--- src/rtl/sar_pkg.sv ---
package sar_pkg;
    typedef enum logic [2:0] {
        ST_IDLE,
        ST_SAMPLE,
        ST_TRIAL,
        ST_PAD,
        ST_DONE
    } sar_state_e;
endpackage

--- src/rtl/sar_settle.sv ---
module sar_settle #(
    parameter int SETTLE_CLKS = 64
) (
    input  logic clk,
    input  logic rst_n,
    input  logic pwr_on,
    output logic ready
);
    localparam int SW = (SETTLE_CLKS > 0) ? $clog2(SETTLE_CLKS + 1) : 1;

    logic [SW-1:0] wait_cnt;

    always_ff @(posedge clk or negedge rst_n) begin
        if (!rst_n) begin
            wait_cnt <= '0;
        end else if (!pwr_on) begin
            wait_cnt <= '0;
        end else if (wait_cnt != SW'(SETTLE_CLKS)) begin
            wait_cnt <= wait_cnt + 1'b1;
        end
    end

    assign ready = pwr_on && (wait_cnt == SW'(SETTLE_CLKS));
endmodule

--- src/rtl/sar_core.sv ---
module sar_core
    import sar_pkg::*;
#(
    parameter int RES_W         = 10,
    parameter int CH_W          = 3,
    parameter int CLK_PER_BIT   = 4,
    parameter int SAMPLE_CLKS   = 4,
    parameter int MIN_CONV_CLKS = 40
) (
    input  logic             clk,
    input  logic             rst_n,
    input  logic             pwr_on,
    input  logic             ready,
    input  logic             start_req,
    input  logic             cont_en,
    input  logic [CH_W-1:0]  ch_sel,
    input  logic             cmp_in,
    output logic [CH_W-1:0]  mux_sel,
    output logic [RES_W-1:0] trial_code,
    output logic             busy,
    output logic             done
);
    localparam int BASE_CLKS = SAMPLE_CLKS + RES_W * CLK_PER_BIT;
    localparam int PAD_CLKS  = (MIN_CONV_CLKS > BASE_CLKS) ? MIN_CONV_CLKS - BASE_CLKS : 0;
    localparam int M1        = (SAMPLE_CLKS > CLK_PER_BIT) ? SAMPLE_CLKS : CLK_PER_BIT;
    localparam int CMAX      = (PAD_CLKS > M1) ? PAD_CLKS : M1;
    localparam int CNT_W     = $clog2(CMAX + 1);
    localparam int IDX_W     = $clog2(RES_W);
    localparam logic [CNT_W-1:0] SMP_LAST = CNT_W'(SAMPLE_CLKS - 1);
    localparam logic [CNT_W-1:0] BIT_LAST = CNT_W'(CLK_PER_BIT - 1);
    localparam logic [CNT_W-1:0] PAD_LAST = CNT_W'((PAD_CLKS > 0) ? PAD_CLKS - 1 : 0);

    sar_state_e st, nxt;
    logic [CNT_W-1:0] cnt;
    logic [IDX_W-1:0] idx;
    logic [RES_W-1:0] sar;
    logic [CH_W-1:0]  chan;
    logic             bit_end;

    assign bit_end = (st == ST_TRIAL) && (cnt == BIT_LAST);

    // next-state decision
    always_comb begin
        nxt = st;
        unique case (st)
            ST_IDLE:   if (ready && start_req) nxt = ST_SAMPLE;
            ST_SAMPLE: if (cnt == SMP_LAST) nxt = ST_TRIAL;
            ST_TRIAL:  if (bit_end && idx == '0) nxt = (PAD_CLKS > 0) ? ST_PAD : ST_DONE;
            ST_PAD:    if (cnt == PAD_LAST) nxt = ST_DONE;
            ST_DONE:   nxt = cont_en ? ST_SAMPLE : ST_IDLE;
            default:   nxt = ST_IDLE;
        endcase
        if (!pwr_on) nxt = ST_IDLE;
    end

    // state register
    always_ff @(posedge clk or negedge rst_n) begin
        if (!rst_n) st <= ST_IDLE;
        else        st <= nxt;
    end

    // counter, search register and channel latch
    always_ff @(posedge clk or negedge rst_n) begin
        if (!rst_n) begin
            cnt  <= '0;
            idx  <= '0;
            sar  <= '0;
            chan <= '0;
        end else if (!pwr_on) begin
            cnt <= '0;
            sar <= '0;
        end else begin
            if (st == ST_IDLE || st != nxt || bit_end) cnt <= '0;
            else                                      cnt <= cnt + 1'b1;

            if (nxt == ST_SAMPLE && st != ST_SAMPLE) begin
                sar <= '0;
                if (st == ST_IDLE) chan <= ch_sel;
            end
            if (st == ST_SAMPLE && nxt == ST_TRIAL) begin
                sar <= {1'b1, {(RES_W-1){1'b0}}};
                idx <= IDX_W'(RES_W - 1);
            end
            if (bit_end) begin
                sar[idx] <= cmp_in;
                if (idx != '0) begin
                    sar[idx - 1'b1] <= 1'b1;
                    idx <= idx - 1'b1;
                end
            end
        end
    end

    // outputs
    always_comb begin
        mux_sel    = chan;
        trial_code = sar;
        busy       = (st != ST_IDLE);
        done       = (st == ST_DONE) && pwr_on;
    end
endmodule

--- src/rtl/sar_pack.sv ---
module sar_pack #(
    parameter int RES_W = 10
) (
    input  logic             clk,
    input  logic             rst_n,
    input  logic             done,
    input  logic             fmt_right,
    input  logic [RES_W-1:0] result,
    input  logic             rd_hi,
    input  logic             eoc_clr,
    input  logic             irq_en,
    output logic [7:0]       res_hi,
    output logic [7:0]       res_lo,
    output logic             eoc,
    output logic             irq
);
    localparam int PADW = 16 - RES_W;

    logic [15:0] left_j, right_j;

    assign left_j  = {result, {PADW{1'b0}}};
    assign right_j = {{PADW{1'b0}}, result};

    always_ff @(posedge clk or negedge rst_n) begin
        if (!rst_n) begin
            res_hi <= '0;
            res_lo <= '0;
            eoc    <= 1'b0;
        end else begin
            if (done) begin
                res_hi <= fmt_right ? right_j[15:8] : left_j[15:8];
                res_lo <= fmt_right ? right_j[7:0]  : left_j[7:0];
            end
            if (done)                  eoc <= 1'b1;
            else if (rd_hi || eoc_clr) eoc <= 1'b0;
        end
    end

    assign irq = eoc && irq_en;
endmodule

--- src/rtl/sar_seq.sv ---
module sar_seq #(
    parameter int RES_W         = 10,
    parameter int CH_W          = 3,
    parameter int CLK_PER_BIT   = 4,
    parameter int SAMPLE_CLKS   = 4,
    parameter int SETTLE_CLKS   = 64,
    parameter int MIN_CONV_CLKS = 40
) (
    input  logic             clk,
    input  logic             rst_n,
    input  logic             pwr_on,
    input  logic             sw_start,
    input  logic             hw_start,
    input  logic             cont_en,
    input  logic [CH_W-1:0]  ch_sel,
    input  logic             fmt_right,
    input  logic             irq_en,
    input  logic             rd_hi,
    input  logic             eoc_clr,
    input  logic             cmp_in,
    output logic [CH_W-1:0]  mux_sel,
    output logic [RES_W-1:0] trial_code,
    output logic             ready,
    output logic             busy,
    output logic             eoc,
    output logic             irq,
    output logic [7:0]       res_hi,
    output logic [7:0]       res_lo
);
    logic start_req;
    logic done_w;

    assign start_req = sw_start || hw_start;

    sar_settle #(.SETTLE_CLKS(SETTLE_CLKS)) u_settle (
        .clk(clk), .rst_n(rst_n), .pwr_on(pwr_on), .ready(ready)
    );

    sar_core #(
        .RES_W(RES_W), .CH_W(CH_W), .CLK_PER_BIT(CLK_PER_BIT),
        .SAMPLE_CLKS(SAMPLE_CLKS), .MIN_CONV_CLKS(MIN_CONV_CLKS)
    ) u_core (
        .clk(clk), .rst_n(rst_n), .pwr_on(pwr_on), .ready(ready),
        .start_req(start_req), .cont_en(cont_en), .ch_sel(ch_sel),
        .cmp_in(cmp_in), .mux_sel(mux_sel), .trial_code(trial_code),
        .busy(busy), .done(done_w)
    );

    sar_pack #(.RES_W(RES_W)) u_pack (
        .clk(clk), .rst_n(rst_n), .done(done_w), .fmt_right(fmt_right),
        .result(trial_code), .rd_hi(rd_hi), .eoc_clr(eoc_clr),
        .irq_en(irq_en), .res_hi(res_hi), .res_lo(res_lo),
        .eoc(eoc), .irq(irq)
    );
endmodule

--- config.mk ---
export PLATFORM = sky130hd
export DESIGN_NAME = sar_seq
export DESIGN_NICKNAME = d
export VERILOG_FILES = /design/src/rtl/sar_pkg.sv /design/src/rtl/sar_settle.sv /design/src/rtl/sar_core.sv /design/src/rtl/sar_pack.sv /design/src/rtl/sar_seq.sv
export SDC_FILE = /design/constraint.sdc
export NUM_CORES = 1
export LEC_CHECK = 0
export ABC_AREA = 1
export BUFFER_PORTS_ARGS = -buffer_cell sky130_fd_sc_hd__buf_4
export CAP_MARGIN = 0
export CORE_ASPECT_RATIO = 1.75
export CORE_MARGIN = 3
export CORE_UTILIZATION = 38
export CTS_CLUSTER_SIZE = 24
export DETAILED_ROUTE_END_ITERATION = 16
export GPL_TIMING_DRIVEN = 1
export HOLD_SLACK_MARGIN = 0.15
export SLEW_MARGIN = 20
export SYNTH_ARGS = -nofsm -noshare
export SYNTH_HDL_FRONTEND = slang
export SYNTH_SLANG_ARGS = --single-unit
--- constraint.sdc ---
create_clock -name clk -period 2.1 [get_ports clk]
set_input_delay 0.525 -clock clk [delete_from_list [all_inputs] [get_ports clk]]
set_output_delay 0.525 -clock clk [all_outputs]
set_load 0.02 [all_outputs]
Yosys cells after proc, flatten, opt, wreduce, memory -nomap -nowiden
Index checks and enable logic that the tools add are counted.

word-level totals
  bits in registers = 47
  latch bits = 0
  RAM bits = 0
  memory bits (read-only) = 0
  input bits = 14
  output and inout bits = 33
  logic and storage cells = 79
  memories = 0

cells by class
  add/sub/neg operators = 3
  $mul = 0
  div/mod/pow operators = 0
  order comparisons = 4
  equality and inequality tests = 12
  shifts and indexed selects = 0
  muxes and demuxes = 29
  bitwise logic cells = 1
  reductions and logical operators = 21

operators with widths
  kind                                                                          count
  10-bit 2-to-1 mux                                                             6
  3-bit 2-to-1 mux                                                              7
  8-bit 2-to-1 mux                                                              2
  3-bit one-hot mux with 5 select lines                                         1
  7-bit 2-to-1 mux                                                              2
  3-bit by 2-bit equality test with 1-bit output, second input constant         4
  4-bit 2-to-1 mux                                                              3
  10-bit bitwise mux                                                            1
  1-bit logical AND                                                             10
  4-bit by 5-bit less-than comparator with 1-bit output, second input constant  2
  10-bit bitwise OR                                                             1
  1-bit demux with 4-bit select                                                 2
  4-bit by 1-bit >= comparator with 1-bit output, second input constant         2
  7-bit by 1-bit adder with 7-bit output, second input constant                 1
  7-bit equality test, second input constant                                    1
  7-bit != test, second input constant                                          1
  3-bit by 1-bit equality test with 1-bit output, second input constant         2
  3-bit zero test                                                               2
  1-bit 2-to-1 mux                                                              5
  4-bit zero test                                                               1
  1-bit logical OR                                                              4
  4-bit nonzero test                                                            1
  4-bit by 1-bit subtractor with 4-bit output, second input constant            1
  3-bit by 1-bit adder with 3-bit output, second input constant                 1
  7 further kinds                                                               7

Longest topological paths before layout
Gate-level depths: netlist of run 1.

  depth in word-level cells = 16
  depth in mapped cells = 13
  depth with buffers taken out = 13

Hierarchy
Synthesis of run 1 repeated with hierarchy kept, for this count alone.

unflattened totals
  cell total of the unflattened synthesis = 349
  area, all modules = 2691.3 µm²

modules (own cells, without submodules)
  module      instances  cells an instance  area an instance (µm²)  seq. area each (µm²)
  sar_core    1          204                1552.7                  575.6
  sar_pack    1          88                 725.7                   425.4
  sar_settle  1          54                 401.6                   175.2
  sar_seq     1          3                  11.3                    0.0

Worst setup path after synthesis of run 1
Ideal clock, no wire load.

  path type = reg-to-output
  from = register u_settle.wait_cnt[0]
  to = output ready
  arrival = 1178 ps
  data required time = 1575 ps
  setup slack = 397 ps
  cell stages (with the launch flop) = 7
  buffers on the path = 0
  cells stage by stage = dfrtp_1 inv_1 ha_1 nand2_1 nor2_1 inv_1 nor2_1

between the ends
  cells in the longest elaborated chain, start to end = 2

ends and longest elaborated chain
  item                    RTL line          source
  start, declared         sar_settle.sv:11  logic [SW-1:0] wait_cnt;
  start signal, assigned  sar_settle.sv:19  wait_cnt <= wait_cnt + 1'b1;
  7-bit equality test     sar_settle.sv:23  assign ready = pwr_on && (wait_cnt == SW'(SETTLE_CLKS));
  1-bit logical AND       sar_settle.sv:23
  end, declared           sar_seq.sv:23     output logic ready,

Every way passes these cells.

Worst setup path in the final report of run 1
Ends and elaborated chain as after synthesis.

==> summary.txt, run 1 <==
Route
  – Wire per inst: ~13 µm
  – WL met2: roughly 3300 µm
  – 1st-pass router iterations: 4
  – 1st-iter DRT viols: 66
  – Routed via count: approximately 2200
  – Met3 WL: 241 µm
  – Overall routed net length: just under 6000 µm
  – DR vias/cell: approximately 4.9
  – Uppermost layer routed: met4
  – Post-route DRC: 0
  – Antenna Violating Nets Remaining: 0
  – M1 WL: ~2300 µm

Clock tree
  – Clk_lat worst skew: 0.29 ns
  – Total CTS buffers: 5
  – CTS H-tree lvls: 2
  – CTS max path bufs: 2
  – Root buffer cell: clkbuf_16
  – CTS tree: done
  – Worst-path clk slew: around 0.060 ns
  – Clock sinks: 47
  – Hold-fix buffers at CTS: 0

Synth
  – Synth Flop Type: dfrtp_1
  – Synth Instances: around 320
  – Flops & latches, synth: 47
  – Mapped Avg Cell Area: around 8.5 µm²
  – Sequential area share after synthesis: 44.0%
  – Number of flops mapped to enable cells by yosys: 0
  – Async SR Flop Fraction: 100%
  – Yosys Warn Count: 0
  – Post-Syn Area: 2680 µm²
  – Post-synth cell types: 32
  – Post-Synthesis Net Count: ~340

STA
  – Setup violations, final: 0
  – Period utilization: 93.7%
  – Worst-margin pin slew: 0.592 ns
  – Worst setup margin: 0.132 ns
  – Worst clock skew: about 0.0068 ns
  – Max Slew Vio Count: 0
  – Unrepaired setup endpoints after global routing: yes
  – Final min period: between 1.5 and 2 ns
  – Max Clk Rate: around 0.51 GHz
  – Worst relative slew slack: 60.5%
  – Hold Vio Cnt, Final: 0

Global route
  – Antenna violations before repair: 0
  – Total grt overflow: 0
  – Pin count of the biggest net entering global routing: between 40 and 50
  – Vias in the first global route: around 2200
  – First-pass GRT wire length: 10200 µm
  – GRT Resource Usage Total: about 16%

Place
  – Placer Congestion: slightly below 0.9
  – Dpl hpwl: ~4700 µm
  – Pre-CTS setup slack: approximately 0.14 ns
  – Number of buffers added on ports: 46

Critical path
  – Delay-heaviest family, CP: flip-flops
  – Crit-path cells: inv_2 > ha_1 > nand2_1 > nor2_2 > inv_2 > nor2_2 > buf_4
  – Worst Path Buf+Inv: 3
  – Setup crit end kind: primary output
  – Delay of the slowest critical-path stage: around 0.40 ns
  – CP Launch Type: flop
  – Worst-path maximum fanout: 4
  – Slowest-stage cell, CP: dfrtp_1
  – R2R cell count: 8
  – Critical path arrival: between 1 and 1.5 ns
  – CP Data Required Time: ~1.6 ns
  – Reg-to-Reg Start: u_core.idx[0]
  – Worst R2R End: u_core.trial_code[6]
  – Setup CP Type: reg2out
  – R2R Setup Slk: roughly 0.25 ns

Die
  – Starting Density: roughly two fifths
  – Row count: 39
  – I/O pin count: 47
  – Die Wd: between 60 and 70 µm
  – Die area: 8120 µm²
  – Core area: 6690 µm²
  – Die Y: approximately 120 µm

Outcome
  – Status: finished, final reports clean

Power and ir drop
  – Pwr Total: ~2.0 mW
  – Max VDD drop: ~0.42 mV
  – Static leakage: about 1.6 nW
  – Power Density: ~600 nW/µm²

Final layout
  – Share of cells above drive strength 1: between 20% and 30%
  – P&R area growth vs syn: 23.8%
  – Final nets: 391
  – N_diodes: 0
  – Final core occ: 49.5%

Run
  – Maxcap violations: 0

Worst hold path
  – HP Class: in2async
[how the worst max path moves through the flow]
stage                                     from       endpoint  slack, ns  cells after the start
after global routing      u_settle.wait_cnt[1]          ready     -0.002                      7
after CTS                 u_settle.wait_cnt[0]          ready       0.03                      7
final                     u_settle.wait_cnt[0]          ready       0.13                      7
after floorplan           u_settle.wait_cnt[0]          ready       0.40                      6
after detailed placement         u_core.cnt[0]  u_core.cnt[2]       0.14                     11
after global placement           u_core.cnt[0]  u_core.cnt[0]       0.18                     11
[report_power, final]
group / switching (mW) / total (mW) / internal, mW
registers: 0.00533 / 0.918 / 0.912
logic: 0.0576 / 0.0923 / 0.0347
clock network: 0.329 / 1.01 / 0.682
total: 0.392 / 2.02 / 1.63
[kinds of logic (layout without fill, tap and decap cells)]
logic type	Yosys count	count (layout)	share of synthesized area [%]
simple gates	144	144	26.6
buf+inv	53	104	8.33
compound gates	52	52	12.7
flops	47	47	44.0
fa+ha+maj	11	11	5.14
xor+xnor	6	6	1.96
mux	3	3	1.26
[synthesized netlist by cell type, drive strengths merged (7+ instances only)]
cell	count	share of area [%]
a21oi	19	4.8
o31ai	11	3.1
o21ai	15	2.9
inv	43	6.0
ha	11	5.1
clkbuf	7	0.98
nand2	59	8.8
dfrtp	47	44
nor2	46	7.3
nor3	9	1.7
nand3	28	8.3
[cells in the final DEF (no fill, tap or decap), types with 2 or more instances in the layout]
| cell type | n |
|---|---|
| a22oi_1 | 3 |
| nor2_2 | 5 |
| nor2_1 | 39 |
| a21oi_2 | 9 |
| inv_2 | 11 |
| nand3_2 | 13 |
| ha_1 | 11 |
| nand2_2 | 6 |
| clkbuf_16 | 5 |
| mux2_1 | 3 |
| nand3_4 | 2 |
| nor3_1 | 9 |
| a21oi_1 | 10 |
| o31ai_1 | 11 |
| buf_4 | 52 |
| xor2_1 | 3 |
| o21ai_1 | 3 |
| xnor2_1 | 3 |
| nand3_1 | 13 |
| bufinv_16 | 2 |
| nand2_1 | 53 |
| o21ai_0 | 11 |
| nor2_4 | 2 |
| o22ai_1 | 2 |
| dfrtp_1 | 47 |
| inv_1 | 32 |
[final cells by class]
type	instances	area, µm²
fillers	660	3370
multi-input cells	216	1290
flip-flops and latches	47	1180
repair buffers	52	390
inverters	44	165
clock buffers	6	129
well taps	82	103
clock inverters	2	60.1
[flip-flops by register name, indices dropped and copies added, names as in the netlist, 3 cells and up]
name and flops:
u_core.cnt 3, u_core.idx 4, u_core.mux_sel 3, u_core.st 3
u_core.trial_code 10, u_pack.res_hi 8, u_pack.res_lo 8, u_settle.wait_cnt 7
[worst register-to-register path: cells and delay by family (launching register included)]
| kind | cells | cell delay [ns] |
|---|---|---|
| xor+xnor | 1 | 0.41 |
| flops | 1 | 0.40 |
| fa+ha+maj | 1 | 0.25 |
| compound gates | 2 | 0.24 |
| buf+inv | 2 | 0.23 |
| simple gates | 2 | 0.21 |
[routing by layer]
layer	global-route usage, %	vias to the layer above
met5	0	-
met4	6.91	0
met3	3.33	11
met2	30.7	40
met1	16.4	1027
li1	-	1132
[timing repair]
| item | 4_1_cts | 5_1_grt |
|---|---|---|
| pin swaps | 0 | 1 |
| gates resized for setup | 1 | 4 |
| buffers inserted | 0 | 3 |
| endpoints found under the setup margin | 1 | 4 |
| hold endpoints to repair | 0 | 0 |
[metrics by stage]
| stage | hold slack, ns | std cells | setup TNS (ns) | instance area (µm²) |
|---|---|---|---|---|
| final | 0.239 | 449 | 0 | 3310 |
| after global routing | 0.292 | 449 | -0.00237 | 3310 |
| after CTS | 0.267 | 446 | 0 | 3280 |
| after detailed placement | 0.463 | 438 | 0 | 3090 |
| after global placement | 0.444 | 438 | 0 | 3090 |
| after floorplan | 0.229 | 316 | 0 | 2680 |
(Power assumes the default switching activity.)
==> run 2: changes to the inputs <==
--- a/config.mk
+++ b/config.mk
@@ -15,6 +15,7 @@
 export DETAILED_ROUTE_END_ITERATION = 16
 export GPL_TIMING_DRIVEN = 1
 export HOLD_SLACK_MARGIN = 0.15
+export SETUP_SLACK_MARGIN = 0.4
 export SLEW_MARGIN = 20
 export SYNTH_ARGS = -nofsm -noshare
 export SYNTH_HDL_FRONTEND = slang
==> run 2 against run 1 <==
  * Total power decreased by 3.8%
  * Critical path depth unchanged
  * Worst setup slack improved by 0.13 ns
  * Largest cell class unchanged
  * Worst hold slack improved by 0.0063 ns
  * Utilization increased by 3.0 points
  * Sequential share of layout area decreased by 1.9 points
  * Critical path type unchanged
  * Highest routed layer unchanged
  * First-iteration DRC count increased by 44%
  * Non-clock buffer count increased by 18
==> summary.txt, run 2 (synthesis results as in run 1) <==
Clock tree
  – Clk_lat worst skew: 0.28 ns (about the same)
  – Total CTS buffers: 5 (unchanged)
  – CTS max path bufs: 2 (unchanged)
  – Root buffer cell: clkbuf_16
  – CTS tree: done
  – Clock sinks: 47 (unchanged)
  – CTS H-tree lvls: 2 (unchanged)
  – Worst-path clk slew: 0.07 ns (about the same)

STA
  – Hold Vio Cnt, Final: 0 (unchanged)
  – Max Slew Vio Count: 0 (unchanged)
  – Setup violations, final: 0 (unchanged)
  – Final min period: 1.83 ns (-0.134 ns)
  – Worst clock skew: 0.00366 ns (-0.00311 ns)
  – Setup TNS: 0 ns (unchanged)
  – Worst setup margin: 0.266 ns (+0.134 ns)
  – Unrepaired setup endpoints after global routing: yes
  – Max Clk Rate: 0.545 GHz (+7.3%)
  – Period utilization: 87.3% (-6.4 points)
  – Worst relative slew slack: 60.2% (-0.35 points)
  – Worst-margin pin slew: 0.597 ns (+0.00522 ns)

Route
  – Post-route DRC: 0 (unchanged)
  – Overall routed net length: 6190 µm (+3.8%)
  – Antenna Violating Nets Remaining: 0 (unchanged)
  – DR vias/cell: 4.91 (-0.29%)
  – 1st-pass router iterations: 4 (unchanged)
  – Wire per inst: 13.3 µm (-0.21%)
  – Routed via count: 2292 (+3.7%)
  – 1st-iter DRT viols: 95 (+44%)

Global route
  – Pin count of the biggest net entering global routing: 48 (unchanged)
  – GRT Resource Usage Total: 15.3% (-0.56 points)
  – Total grt overflow: 0 (unchanged)
  – First-pass GRT wire length: 10100 µm (-0.81%)
  – Antenna violations before repair: 0 (unchanged)
  – Vias in the first global route: 2182 (-1.1%)

Final layout
  – Fillcell total: 655 (-0.76%)
  – Area occupied by multi-input gates: 1360 µm² (+5.2%)
  – Share of cells above drive strength 1: 36.9% (+7.2 points)
  – Commonest non-fill, non-tap cell in the layout: buf_4
  – N_diodes: 0 (unchanged)
  – Sequential cell area: 1180 µm² (+0.21%)
  – Max reg flops: 10 (unchanged)
  – Most frequent cells in the layout: 68 x buf_4, 51 x nand2_1, 45 x dfrtp_1
  – P&R area growth vs syn: 31.2%
  – Final nets: 409 (+4.6%)

Critical path
  – Critical path arrival: 1.31 ns (-0.13 ns)
  – Worst Setup SP: u_settle.wait_cnt[1]
  – Setup CP Type: reg2out
  – Worst-path maximum fanout: 2 (-2)
  – Reg-to-Reg Start: u_settle.wait_cnt[1]
  – CP Launch Type: flop
  – CP Data Required Time: 1.57 ns (about the same)
  – Setup crit end kind: primary output

Place
  – Number of buffers added on ports: 46 (unchanged)
  – Dpl hpwl: 4520 µm (-2.9%)
  – Pre-CTS setup slack: 0.279 ns (+0.140 ns)
  – Placer Congestion: 0.919 (+6.0%)

Die
  – Die Wd: 69.4 µm (unchanged)
  – Die Y: 117 µm (unchanged)
  – Starting Density: 40.0% (unchanged)
  – Die area: 8120 µm² (unchanged)
  – Core area: 6690 µm² (unchanged)
  – Row count: 39 (unchanged)
  – I/O pin count: 47 (unchanged)

Worst hold path
  – HP Class: in2async

Outcome
  – Status: finished, final reports clean

Power and ir drop
  – Power Density: 554 nW/µm² (-9.3%)
  – Max VDD drop: 0.373 mV (-11%)
  – Static leakage: 1.71 nW (+6.2%)

Run
  – Maxcap violations: 0 (unchanged)
run 2: cell count changes in the layout (fill, tap and decap cells not counted), sizes merged:
cell / before / now
clkinv: 1 / 3
clkbuf: 6 / 5
buf: 52 / 70
bufinv: 2 / 1
run 2: area by class of cell:
class	count	area share, %
Inverter	44	4.74
Multi-Input combinational cell	216	38.6
Clock buffer	5	3.57
Tap cell	82	2.92
Clock inverter	3	1.25
Sequential cell	47	33.6
Timing Repair Buffer	70	15.3
run 2: stage by stage:
stage          hold WS, ns  util (%)  cells  area, µm²  power [mW]
5_1_grt              0.304      52.5    467       3510        2.02
3_3_place_gp         0.444      46.5    440       3110        1.02
2_1_floorplan        0.229         -    316       2680       0.971
6_report             0.246      52.5    467       3510        1.94
4_1_cts              0.270      51.1    458       3410        1.96
3_5_place_dp         0.461      46.5    440       3110        1.02
run 2: path summary, 6_finish.rpt:
| check | cells past startpoint | slack (ns) | to |
|---|---|---|---|
| hold / removal | 1 | 0.25 | u_core.mux_sel[0] |
| max in group asynchronous | 1 | 1.42 | u_core.st[1] |
| hold reg to reg | 2 | 0.48 | u_pack.res_hi[5] |
| setup / recovery | 7 | 0.27 | ready |
| min in group clk | 2 | 0.45 | u_core.mux_sel[0] |
| setup reg to reg | 13 | 0.39 | u_core.cnt[2] |
run 2: power breakdown:
| part | switching [mW] | internal (mW) | total (mW) |
|---|---|---|---|
| Clock | 0.343 | 0.562 | 0.905 |
| Combinational | 0.0683 | 0.0526 | 0.121 |
| Sequential | 0.00558 | 0.912 | 0.917 |
run 2: metal layers:
| layer | GRT usage [%] | wire, µm | part of all wire (%) | vias up |
|---|---|---|---|---|
| met4 | 4.69 | 68 | 1.1 | 0 |
| li1 | - | - | - | 1159 |
| met2 | 30.0 | 3460 | 56 | 47 |
| met1 | 16.9 | 2400 | 39 | 1079 |
| met5 | 0 | 0 | 0 | - |
| met3 | 2.48 | 258 | 4.2 | 7 |
run 2: what timing repair did:
item,4_1_cts,5_1_grt
hold buffers,0,0
endpoints found under the setup margin,18,19
buffers inserted,10,9
pin swaps,3,11
resized for setup,20,7
run 2: critical path, cell delays in order (launching register included):
cell and delay, ns:
dfrtp_1 0.40, inv_2 0.09, ha_4 0.14, nand2_4 0.05, nor2_4 0.09, inv_2 0.05, nor2_4 0.08, buf_6 0.12
==> run 3: changes to the inputs <==
--- a/config.mk
+++ b/config.mk
@@ -5,7 +5,6 @@
 export SDC_FILE = /design/constraint.sdc
 export NUM_CORES = 1
 export LEC_CHECK = 0
-export ABC_AREA = 1
 export BUFFER_PORTS_ARGS = -buffer_cell sky130_fd_sc_hd__buf_4
 export CAP_MARGIN = 0
 export CORE_ASPECT_RATIO = 1.75
==> run 3 against run 2 <==
  * Utilization increased by 0.45 points
  * Critical endpoint is now u_core.trial_code[4]
  * Wire length increased by 4.3%
  * Non-clock buffer count increased by 1
  * Global-route usage increased by 2.4 points
  * Clock power increased by 12%
  * Combinational power decreased by 9.9%
  * Synthesized area decreased by 4.2%
==> summary.txt, run 3 <==
Global route
  – Total grt overflow: 0 (unchanged)
  – GRT Resource Usage Total: 17.7% (+2.4 points)
  – Vias in the first global route: 2189 (+0.32%)
  – First-pass GRT wire length: 10400 µm (+3.1%)
  – Antenna violations before repair: 0 (unchanged)
  – Pin count of the biggest net entering global routing: 48 (unchanged)

Clock tree
  – Clock sinks: 47 (unchanged)
  – CTS tree: done
  – Clk_lat worst skew: 0.29 ns (about the same)
  – Hold-fix buffers at CTS: 0 (unchanged)
  – CTS max path bufs: 2 (unchanged)
  – Total CTS buffers: 5 (unchanged)
  – Worst-path clk slew: 0.06 ns (about the same)
  – Root buffer cell: clkbuf_16
  – CTS H-tree lvls: 2 (unchanged)

Synth
  – Mapped Avg Cell Area: 9.03 µm² (+6.6%)
  – Flops & latches, synth: 47 (unchanged)
  – Number of flops mapped to enable cells by yosys: 0 (unchanged)
  – Most common cell in the netlist: nand2_1
  – Yosys Warn Count: 0 (unchanged)
  – Sequential area share after synthesis: 45.9% (+1.9 points)
  – Synth Instances: 284 (-10%)
  – Synth Flop Type: dfrtp_1
  – Post-Synthesis Net Count: 309 (-9.4%)
  – Top cell type's share of synthesized area: 45.9% (+1.9 points)
  – Post-synth cell types: 43 (+34%)
  – Synth area leader: dfrtp_1
  – Commonest cells post-synth: 50 x nand2_1, 47 x dfrtp_1, 24 x o21ai_0
  – Post-Syn Area: 2560 µm² (-4.2%)
  – Async SR Flop Fraction: 100% (unchanged)
  – Largest cells by area after synthesis: dfrtp_1 46%, nand2_1 7.3%, ha_1 5.4%

Final layout
  – Max reg flops: 10 (unchanged)
  – Share of cells above drive strength 1: 31.4% (-5.5 points)
  – Final nets: 374 (-8.6%)
  – N_diodes: 0 (unchanged)
  – Final Cell Area: 3460 µm² (-1.4%)
  – Commonest non-fill, non-tap cell in the layout: buf_4
  – P&R area growth vs syn: 35.0%
  – Most frequent cells in the layout: 66 x buf_4, 50 x nand2_1, 46 x dfrtp_1

Route
  – 1st-iter DRT viols: 66 (-31%)
  – WL met2: 3560 µm (+2.8%)
  – Uppermost layer routed: met4
  – Overall routed net length: 6450 µm (+4.3%)
  – Met3 WL: 346 µm (+34%)
  – Antenna Violating Nets Remaining: 0 (unchanged)
  – Wire per inst: 14.9 µm (+13%)
  – Routed via count: 2234 (-2.5%)
  – M1 WL: 2390 µm (-0.62%)
  – DR vias/cell: 5.17 (+5.4%)
  – Post-route DRC: 0 (unchanged)
  – 1st-pass router iterations: 4 (unchanged)

Place
  – Placed inst area: 3080 µm² (-0.93%)
  – Placer Congestion: 0.883 (-3.9%)
  – Dpl hpwl: 4550 µm (+0.76%)
  – Number of buffers added on ports: 46 (unchanged)
  – Pre-CTS setup slack: -0.193 ns (-0.472 ns)

STA
  – Worst-margin pin slew: 0.611 ns (+0.0138 ns)
  – Hold Vio Cnt, Final: 0 (unchanged)
  – Setup violations, final: 0 (unchanged)
  – Max Slew Vio Count: 0 (unchanged)
  – Period utilization: 98.5% (+11 points)
  – Hold WS: 0.238 ns (-0.00730 ns)
  – Final min period: 2.07 ns (+0.235 ns)
  – Worst clock skew: 0.00551 ns (+0.00186 ns)
  – Worst relative slew slack: 59.3% (-0.92 points)
  – Worst setup margin: 0.0307 ns (-0.235 ns)
  – Max Clk Rate: 0.483 GHz (-11%)
  – Setup TNS: 0 ns (unchanged)
  – Unrepaired setup endpoints after global routing: yes

Die
  – Starting Density: 39.2% (-0.81 points)
  – Core area: 6540 µm² (-2.2%)
  – Die area: 7810 µm² (-3.9%)
  – Die Y: 115 µm (-2.0%)
  – Die Wd: 68.1 µm (-1.9%)
  – Row count: 39 (unchanged)
  – I/O pin count: 47 (unchanged)

Power and ir drop
  – P_int: 1.65 mW (+7.8%)
  – Power Density: 590 nW/µm² (+6.6%)
  – Static leakage: 1.57 nW (-8.4%)
  – Sequential share of power: 45.0% (-2.2 points)
  – Max VDD drop: 0.321 mV (-14%)
  – Clock Power Share: 49.6% (+3.0 points)
  – Switching Share: 19.5% (-2.0 points)
  – P_sw: 398 µW (-4.7%)
  – Comb pwr share: 5.3% (-0.9 points)

Critical path
  – Worst Setup SP: u_core.st[0]
  – Reg-to-Reg Start: u_core.st[0]
  – Worst-path maximum fanout: 5 (+3)
  – Setup CP Type: reg2reg
  – CP Launch Type: flop
  – CP Data Required Time: 2.26 ns (+0.69 ns)
  – Setup crit end kind: flop
  – Critical path arrival: 2.23 ns (+0.92 ns)

Outcome
  – Status: finished, final reports clean

Worst hold path
  – HP Class: in2async

Run
  – Maxcap violations: 0 (unchanged)
run 3: timing repair:
action,CTS,global route
pin swaps,5,7
cloned,1,0
endpoints found under the setup margin,22,24
resized for setup,12,19
setup buffers,7,4
run 3: worst max-delay path, stage by stage, from the launching register on:
cell and delay, ns:
dfrtp_1 0.37, or4b_1 0.52, or4_4 0.44, a31o_4 0.27, o21ai_4 0.21, o22ai_1 0.13
run 3: final cells by class:
cell class	instances	area, µm²
inverter	10	37.5
tap	82	103
multi-input combinational	214	1400
sequential	47	1180
clock inverter	2	60.1
timing repair buffer	71	552
clock buffer	6	129
fill	642	3080
run 3: path summary, 6_finish.rpt:
kind,end,slack (ns),depth (start not counted)
max,u_core.trial_code[4],0.03,5
min,u_pack.res_hi[3],0.24,1
max reg2reg,u_core.trial_code[4],0.03,5
min reg2reg,u_pack.res_hi[2],0.48,2
max in group asynchronous,u_core.idx[1],1.43,1
min in group clk,u_core.mux_sel[2],0.47,2
run 3: layer usage:
layer / vias up / track usage (%)
met2: 64 / 31.8
met3: 10 / 3.44
met5: - / 0
met1: 1045 / 19.6
li1: 1115 / -
met4: 0 / 7.04
run 3: cell families after synthesis:
kind of cell,count (synthesis),synth area share (%)
AO/OA/AOI/OAI,66,16.2
AND/OR/NAND/NOR,122,23.6
multiplexers,9,3.71
flip-flops,47,45.9
adder cells (fa/ha/maj),11,5.37
buffers and inverters,24,3.56
XOR/XNOR,5,1.71
run 3: power groups by stage:
stage / Sequential [mW] / Combinational [mW] / Clock, mW
global placement: 0.937 / 0.0967 / 0
global route: 0.920 / 0.122 / 1.08
finish: 0.920 / 0.109 / 1.01
detailed placement: 0.938 / 0.0978 / 0
floorplan: 0.942 / 0.0332 / 0
CTS: 0.919 / 0.107 / 1.04
run 3: metrics by stage:
step	std cells	power, mW	utilization, %
6_report	432	2.04	52.9
5_1_grt	432	2.12	52.9
4_1_cts	428	2.07	51.5
3_5_place_dp	412	1.04	47.1
3_3_place_gp	412	1.03	47.1
2_1_floorplan	284	0.976	-
